==> config.mk <==
export PLATFORM = sky130hd
export DESIGN_NAME = rd_out_pipe
export DESIGN_NICKNAME = d
export VERILOG_FILES = /design/src/rtl/rop_pkg.sv /design/src/rtl/rop_cmd_stage.sv /design/src/rtl/rop_drive_ctl.sv /design/src/rtl/rop_data_stage.sv /design/src/rtl/rd_out_pipe.sv
export SDC_FILE = /design/constraint.sdc
export NUM_CORES = 1
export LEC_CHECK = 0
export ABC_AREA = 1
export BUFFER_PORTS_ARGS = -buffer_cell sky130_fd_sc_hd__buf_4
export CORE_MARGIN = 2
export CORE_UTILIZATION = 48
export CTS_CLUSTER_DIAMETER = 40
export DETAILED_ROUTE_END_ITERATION = 12
export PLACE_DENSITY = 0.75
export REMOVE_ABC_BUFFERS = 1
export SLEW_MARGIN = 20
export SYNTH_ARGS = -nofsm -noshare
export SYNTH_HDL_FRONTEND = slang
export SYNTH_HIERARCHICAL = 1
export SYNTH_SLANG_ARGS = --single-unit
==> constraint.sdc <==
create_clock -name clk -period 1.2 [get_ports clk]
set_input_delay 0.18 -clock clk [delete_from_list [all_inputs] [get_ports clk]]
set_output_delay 0.18 -clock clk [all_outputs]
set_load 0.005 [all_outputs]
==> src/rtl/rop_pkg.sv <==
package rop_pkg;
  typedef enum logic [1:0] {
    CMD_NOP   = 2'b00,
    CMD_READ  = 2'b01,
    CMD_WRITE = 2'b10,
    CMD_DESEL = 2'b11
  } rop_cmd_e;
endpackage

==> src/rtl/rop_cmd_stage.sv <==
// Input register (stage 1) and its one-cycle-older copy (stage 2).
module rop_cmd_stage
  import rop_pkg::*;
(
  input  logic     clk,
  input  logic     rst_n,
  input  logic [1:0] cmd_i,
  output rop_cmd_e s1_o,
  output rop_cmd_e s2_o
);
  rop_cmd_e s1_q, s2_q;

  always_ff @(posedge clk or negedge rst_n) begin
    if (!rst_n) begin
      s1_q <= CMD_NOP;
      s2_q <= CMD_NOP;
    end else begin
      s1_q <= rop_cmd_e'(cmd_i);
      s2_q <= s1_q;
    end
  end

  assign s1_o = s1_q;
  assign s2_o = s2_q;
endmodule

==> src/rtl/rop_drive_ctl.sv <==
// Decides per cycle whether the bus is driven: write > read slot > turn-off > hold.
module rop_drive_ctl
  import rop_pkg::*;
(
  input  logic     clk,
  input  logic     rst_n,
  input  logic     flow_sel_i,
  input  logic     dcd_sel_i,
  input  rop_cmd_e s1_i,
  input  rop_cmd_e s2_i,
  output logic     rd_now_o,
  output logic     drv_o
);
  logic hold_q;
  logic wr_now, rd_now, off_now, drv;

  always_comb begin
    wr_now  = (s1_i == CMD_WRITE);
    rd_now  = flow_sel_i ? (s1_i == CMD_READ) : (s2_i == CMD_READ);
    off_now = (s2_i == CMD_DESEL) || (!dcd_sel_i && (s1_i == CMD_DESEL));
    if (wr_now)       drv = 1'b0;
    else if (rd_now)  drv = 1'b1;
    else if (off_now) drv = 1'b0;
    else              drv = hold_q;
  end

  always_ff @(posedge clk or negedge rst_n) begin
    if (!rst_n) hold_q <= 1'b0;
    else        hold_q <= drv;
  end

  assign rd_now_o = rd_now && !wr_now;
  assign drv_o    = drv;
endmodule

==> src/rtl/rop_data_stage.sv <==
// Output data register plus flow-through bypass and held-word register.
module rop_data_stage #(
  parameter int DATA_W = 16
) (
  input  logic              clk,
  input  logic              rst_n,
  input  logic              flow_sel_i,
  input  logic              cap_i,
  input  logic              rd_now_i,
  input  logic [DATA_W-1:0] arr_rdata_i,
  output logic [DATA_W-1:0] data_o
);
  logic [DATA_W-1:0] preg_q, held_q, cur;

  always_comb begin
    if (rd_now_i) cur = flow_sel_i ? arr_rdata_i : preg_q;
    else          cur = held_q;
  end

  always_ff @(posedge clk or negedge rst_n) begin
    if (!rst_n) begin
      preg_q <= '0;
      held_q <= '0;
    end else begin
      if (cap_i) preg_q <= arr_rdata_i;
      held_q <= cur;
    end
  end

  assign data_o = cur;
endmodule

==> src/rtl/rd_out_pipe.sv <==
module rd_out_pipe
  import rop_pkg::*;
#(
  parameter int DATA_W = 16
) (
  input  logic              clk,
  input  logic              rst_n,
  input  logic              flow_sel_i,
  input  logic              dcd_sel_i,
  input  logic              oe_i,
  input  logic [1:0]        cmd_i,
  input  logic [DATA_W-1:0] arr_rdata_i,
  output logic [DATA_W-1:0] dq_o,
  output logic              dq_en_o
);
  rop_cmd_e s1, s2;
  logic     rd_now, drv;

  rop_cmd_stage u_cmd (
    .clk(clk), .rst_n(rst_n), .cmd_i(cmd_i), .s1_o(s1), .s2_o(s2)
  );

  rop_drive_ctl u_drv (
    .clk(clk), .rst_n(rst_n), .flow_sel_i(flow_sel_i), .dcd_sel_i(dcd_sel_i),
    .s1_i(s1), .s2_i(s2), .rd_now_o(rd_now), .drv_o(drv)
  );

  rop_data_stage #(.DATA_W(DATA_W)) u_dat (
    .clk(clk), .rst_n(rst_n), .flow_sel_i(flow_sel_i),
    .cap_i(s1 == CMD_READ), .rd_now_i(rd_now),
    .arr_rdata_i(arr_rdata_i), .data_o(dq_o)
  );

  assign dq_en_o = drv && oe_i;


  oe_gate_chk: assert property (@(posedge clk) disable iff (!rst_n)
    !oe_i |-> !dq_en_o);


  write_quiet_chk: assert property (@(posedge clk) disable iff (!rst_n)
    (cmd_i == 2'b10) |=> !drv);


  flow_read_chk: assert property (@(posedge clk) disable iff (!rst_n)
    (flow_sel_i && cmd_i == 2'b01) |=> (drv && dq_o == arr_rdata_i));


  pipe_read_chk: assert property (@(posedge clk) disable iff (!rst_n)
    (!flow_sel_i && $past(cmd_i) == 2'b01 && cmd_i != 2'b10)
      |=> (drv && dq_o == $past(arr_rdata_i)));


  scd_off_chk: assert property (@(posedge clk) disable iff (!rst_n)
    (!dcd_sel_i && cmd_i == 2'b11 && (flow_sel_i || $past(cmd_i) != 2'b01))
      |=> !drv);


  dcd_off_chk: assert property (@(posedge clk) disable iff (!rst_n)
    (dcd_sel_i && $past(cmd_i) == 2'b11 && !(flow_sel_i && cmd_i == 2'b01))
      |=> !drv);
endmodule

Word-level counts from Yosys, hierarchy flattened. Cells that the tools add are included.

Output and inout port bits: 17. Input bits: 23. Register bits: 37. Logic and storage cells: 22.

Reduce and logical (&&, ||, !) cells: 6. Eq/ne operators: 5. Muxes and demuxes: 6.

Operator list (number): 2-to-1 mux 16 bit (2); equality test 2 bit (second input constant) (3); equality test 2 x 1 -> 1 bit (second input constant) (2); 2-to-1 mux 1 bit (4); logical AND 1 bit (3); zero test 1 bit (2); logical OR 1 bit (1).

Depth between registers and ports, before layout.
Depth after elaboration: 7. Mapped depth: 9. Gate-level depth less buffers: 7.

Cells and area by module. The synthesis kept the hierarchy.

Modules (own cells, without submodules): rop_data_stage (cells an instance 187, sequential area each 800.8 µm², instances 1, area each 1559.0 µm²); rop_cmd_stage (cells an instance 4, sequential area each 100.1 µm², instances 1, area each 100.1 µm²); rop_drive_ctl (cells an instance 15, sequential area each 25.0 µm², instances 1, area each 96.3 µm²); rd_out_pipe (cells an instance 4, sequential area each 0.0 µm², instances 1, area each 17.5 µm²).

Least setup slack after synthesis. No wires, ideal clock.

Path type: reg-to-output. Start: register u_cmd.s1_q[0] (netlist: u_cmd/s1_o[0]). End: output dq_o[10]. Arrival: 1.110 ns. Data required time: 1.020 ns. Stages on the path, launching flop included: 10. Path buffers: 2. Path slack: -0.090 ns. Path through: dfrtp_1 inv_1 nand2_1 nand3_2 nand2_1 buf_4 inv_4 buf_6 nand2_1 nand2_1.

Longest elaborated chain between the ends: 4. Elaborated cells on any way between the ends: 6. Classes of those cells: 2 x eq/ne; 2 x mux; 2 x reduce/logical.

RTL lines: start: declaration (line rop_cmd_stage.sv:11) `rop_cmd_e s1_q, s2_q;`; start signal: assignment (line rop_cmd_stage.sv:18) `s1_q <= rop_cmd_e'(cmd_i);`; equality test 2 x 1 -> 1 bit / equality test 2 bit (equally long branches) (line rop_drive_ctl.sv:19, rop_drive_ctl.sv:18); 2-to-1 mux 1 bit / zero test 1 bit (equally long branches) (line rop_drive_ctl.sv:19, rop_drive_ctl.sv:32); logical AND 1 bit (*) (line rop_drive_ctl.sv:32) `assign rd_now_o = rd_now && !wr_now;`; via rd_now (line rd_out_pipe.sv:17) `logic rd_now, drv;`; 2-to-1 mux 16 bit (*) (line rop_data_stage.sv:16) `if (rd_now_i) cur = flow_sel_i ? arr_rdata_i : preg_q;`; end: declaration (line rd_out_pipe.sv:13) `output logic [DATA_W-1:0] dq_o,`.

The timed path passes the listed nets; every way through them passes the cells marked *.

Worst setup path after layout.
Start: register u_cmd.s1_q[1] (netlist: u_cmd/s1_o[1]). End: output dq_o[8].

Same word-level chain as after synthesis.

==> results.cfg <==
[synthesis]
post_synth_main_area_contributors = dfrtp_1, nand2_1, inv_1
synth_most_common_cell = nand2_1
synth_area_mm2 = 0.001773
async_reset_ff_frac = 1.000
ys.flop_type = dfrtp_1
syn-instance-count = 210
synth-edff-count = 0
synth_commonest_cells = nand2_1, dfrtp_1, inv_1, o21ai_1, nand3_2
post_synth.cell_area_avg_um2 = 8.443
synth.ff_latch_count = 37
post_synth_num_cell_types = 14
synth_top_area_share = 0.5222
synth_sequential_area_ratio = 0.5222
synth_largest_area_cell = dfrtp_1
ys_warn_count = 6

[sta]
achievable-frequency_mhz = 571.3
timing.final.max_slew_violations = 0
report.final.hold_viol_count = 0
grt_setup_unrepaired = yes
worst_hold_slack_across_all_endpoints_ns = 0.1008
setup_slack_after_layout_ns = -0.5505
slew-limit-headroom = 0.6922
layout_min_cycle_time_ns = 1.751
setup_viol_count_final = 29
fin_tns_setup_ns = -9.443
tightest_slew_ns = 0.4616
part_of_the_cycle_the_worst_path_needs = 1.459
timing.clock.skew_ns = 0.01227

[place]
place_hpwl_mm = 2.380
place_congestion = 0.7388
portBuffers = 39

[finish]
final-seq-area_um2 = 925.9
final_layout_size_suffix_gt1_frac = 0.4203
multiInputGateArea_um2 = 658.1
filler_cell_count = 272
design.final.nets = 298
insertedDiodeCount = 0
area_growth_pct = 43.26

[die]
ios = 40
std_cell_rows = 22
floorplan.die_area_mm2 = 0.004196
fp.dieW_um = 64.78
initial_utilization = 0.4917
die_h_um = 64.78
core_area_mm2 = 0.003606

[critical_path]
timing.critical_path.mode_cell = nand2_2
crit_chain = nand2_2, nand3_2, nand2_4, clkinvlp_4, nand2_1, nand2_2, buf_4
timing.setup.critical_path_class = flip-flop to output port
worstSetupStartpointType = flip-flop
worstSetupEndpointType = output port
crit_path_top_delay_cell = dfrtp_1
cpPeakStageDelay_ns = 0.42
arrival_ns = 1.57
crit_path_max_fanout = 8
timing.critical_path.required_ns = 1.02

[detailed_routing]
wl_per_cell_um = 12.22
routed_via_density = 4.593
num_vias = 1488
drt_pass1_iterations = 6
drt_first_iter_violations = 88
ant_nets = 0
post-route-drc-count = 0
post_detailed_routing_wire_length_mm = 3.959

[clocking]
worstSkewPairLatency_ns = 0.30
htree_levels = 2
clk_pin_slew_worst_paths_ns = 0.08
clock_path_buffers = 2
cts_buffers = 5
clock-root-buffer = clkbuf_8
cts_sinks = 37
cts_tree = yes

[run]
drv.max_cap_violation_count = 0

[global_route]
grt_max_degree = 38
wire_length_of_the_first_global_routing_pass_mm = 6.168
track_usage = 0.1981
grt_antenna_before_repair = 0
grt_pass1_vias = 1395
overflow = 0

[outcome]
violations = negative setup slack
status = finished with violations

[power_and_ir_drop]
report.power.total_uw = 3493
power_leakage_uw = 0.001360
power_density_mw_per_mm2 = 1375
worst_ir_drop_vdd_uv = 854.9

[worst_hold_path]
hp-class = input pin to flip-flop
-- worst paths after layout --
| kind | cells after the start | slack (ns) | to | startpoint |
|---|---|---|---|---|
| max | 7 | -0.55 | dq_o[8] | u_cmd/s1_o[1] |
| min | 3 | 0.10 | u_dat/preg_q[14] | arr_rdata_i[14] |
| max reg2reg | 7 | -0.16 | u_dat/held_q[0] | u_cmd/s1_o[1] |
| min reg2reg | 2 | 0.47 | u_dat/held_q[12] | u_dat/held_q[12] |
| max in group asynchronous | 2 | 0.49 | u_dat/preg_q[8] | rst_n |
| min in group asynchronous | 2 | 0.38 | u_dat/preg_q[14] | rst_n |
-- layout by cell type (no fill, tap or decap), types with 2 or more instances in the layout --
cell,count
nand2_2,24
buf_4,44
dfrtp_1,37
nor2_2,2
nand3_2,13
nand3_1,6
inv_2,2
nand2_1,62
dlygate4sd3_1,3
o21ai_1,16
buf_12,2
clkbuf_8,6
buf_6,14
inv_1,35
clkbuf_16,2
-- area by class of cell --
type | instances | area share
Tap cell | 48 | 0.02365
Clock buffer | 7 | 0.03399
Multi-Input combinational cell | 125 | 0.2591
Inverter | 39 | 0.06256
Sequential cell | 37 | 0.3645
Timing Repair inverter | 1 | 0.002956
Clock inverter | 1 | 0.01182
Timing Repair Buffer | 66 | 0.2414
-- timing repair --
action,4_1_cts,5_1_grt
gates resized for setup,16,21
pin swaps,18,8
setup endpoints to repair,25,46
cloned,1,4
hold endpoints to repair,39,0
hold buffers,3,0
buffers inserted,5,7
-- report_power, final --
group          switching [uW]  total [uW]  internal, uW
clock network             438        1120           678
logic                     426         888           462
registers                57.6        1490          1430
-- per-stage QoR --
stage               cells  setup slack, ns  area (um^2)    util
detailed placement    301          -0.1872         2148  0.5958
finish                324          -0.5505         2540  0.7044
floorplan             201          -0.3517         1685       -
CTS                   318          -0.5102         2389  0.6624
global placement      301          -0.1575         2148  0.5958
global route          324          -0.6564         2540  0.7044
-- kinds of logic after synthesis --
family,count (synthesis),synth area share
AOI/OAI and AO/OA,16,0.04517
buffers and inverters,48,0.1362
DFF,37,0.5222
and+or+nand+nor,109,0.2964
-- flip-flops by register name (all words and copies together) (netlist names) --
name	flops
u_dat/held_q	16
u_cmd/s2_o	2
u_dat/preg_q	16
u_cmd/s1_o	2
u_drv/hold_q	1
-- layer usage --
layer | global-route usage | part of all wire | up-vias
met5 | 0 | 0 | -
li1 | - | - | 756
met4 | 0.09574 | 0.018 | 0
met2 | 0.3402 | 0.52 | 25
met1 | 0.2330 | 0.43 | 700
met3 | 0.04514 | 0.037 | 7
-- worst max-delay path: cells and delay by family, from the launching register on --
kind,cells,cell delay [ns]
AND/OR/NAND/NOR,5,0.53
flip-flops,1,0.42
buffers and inverters,2,0.33
Note: power is estimated with default switching activity, not from simulation.
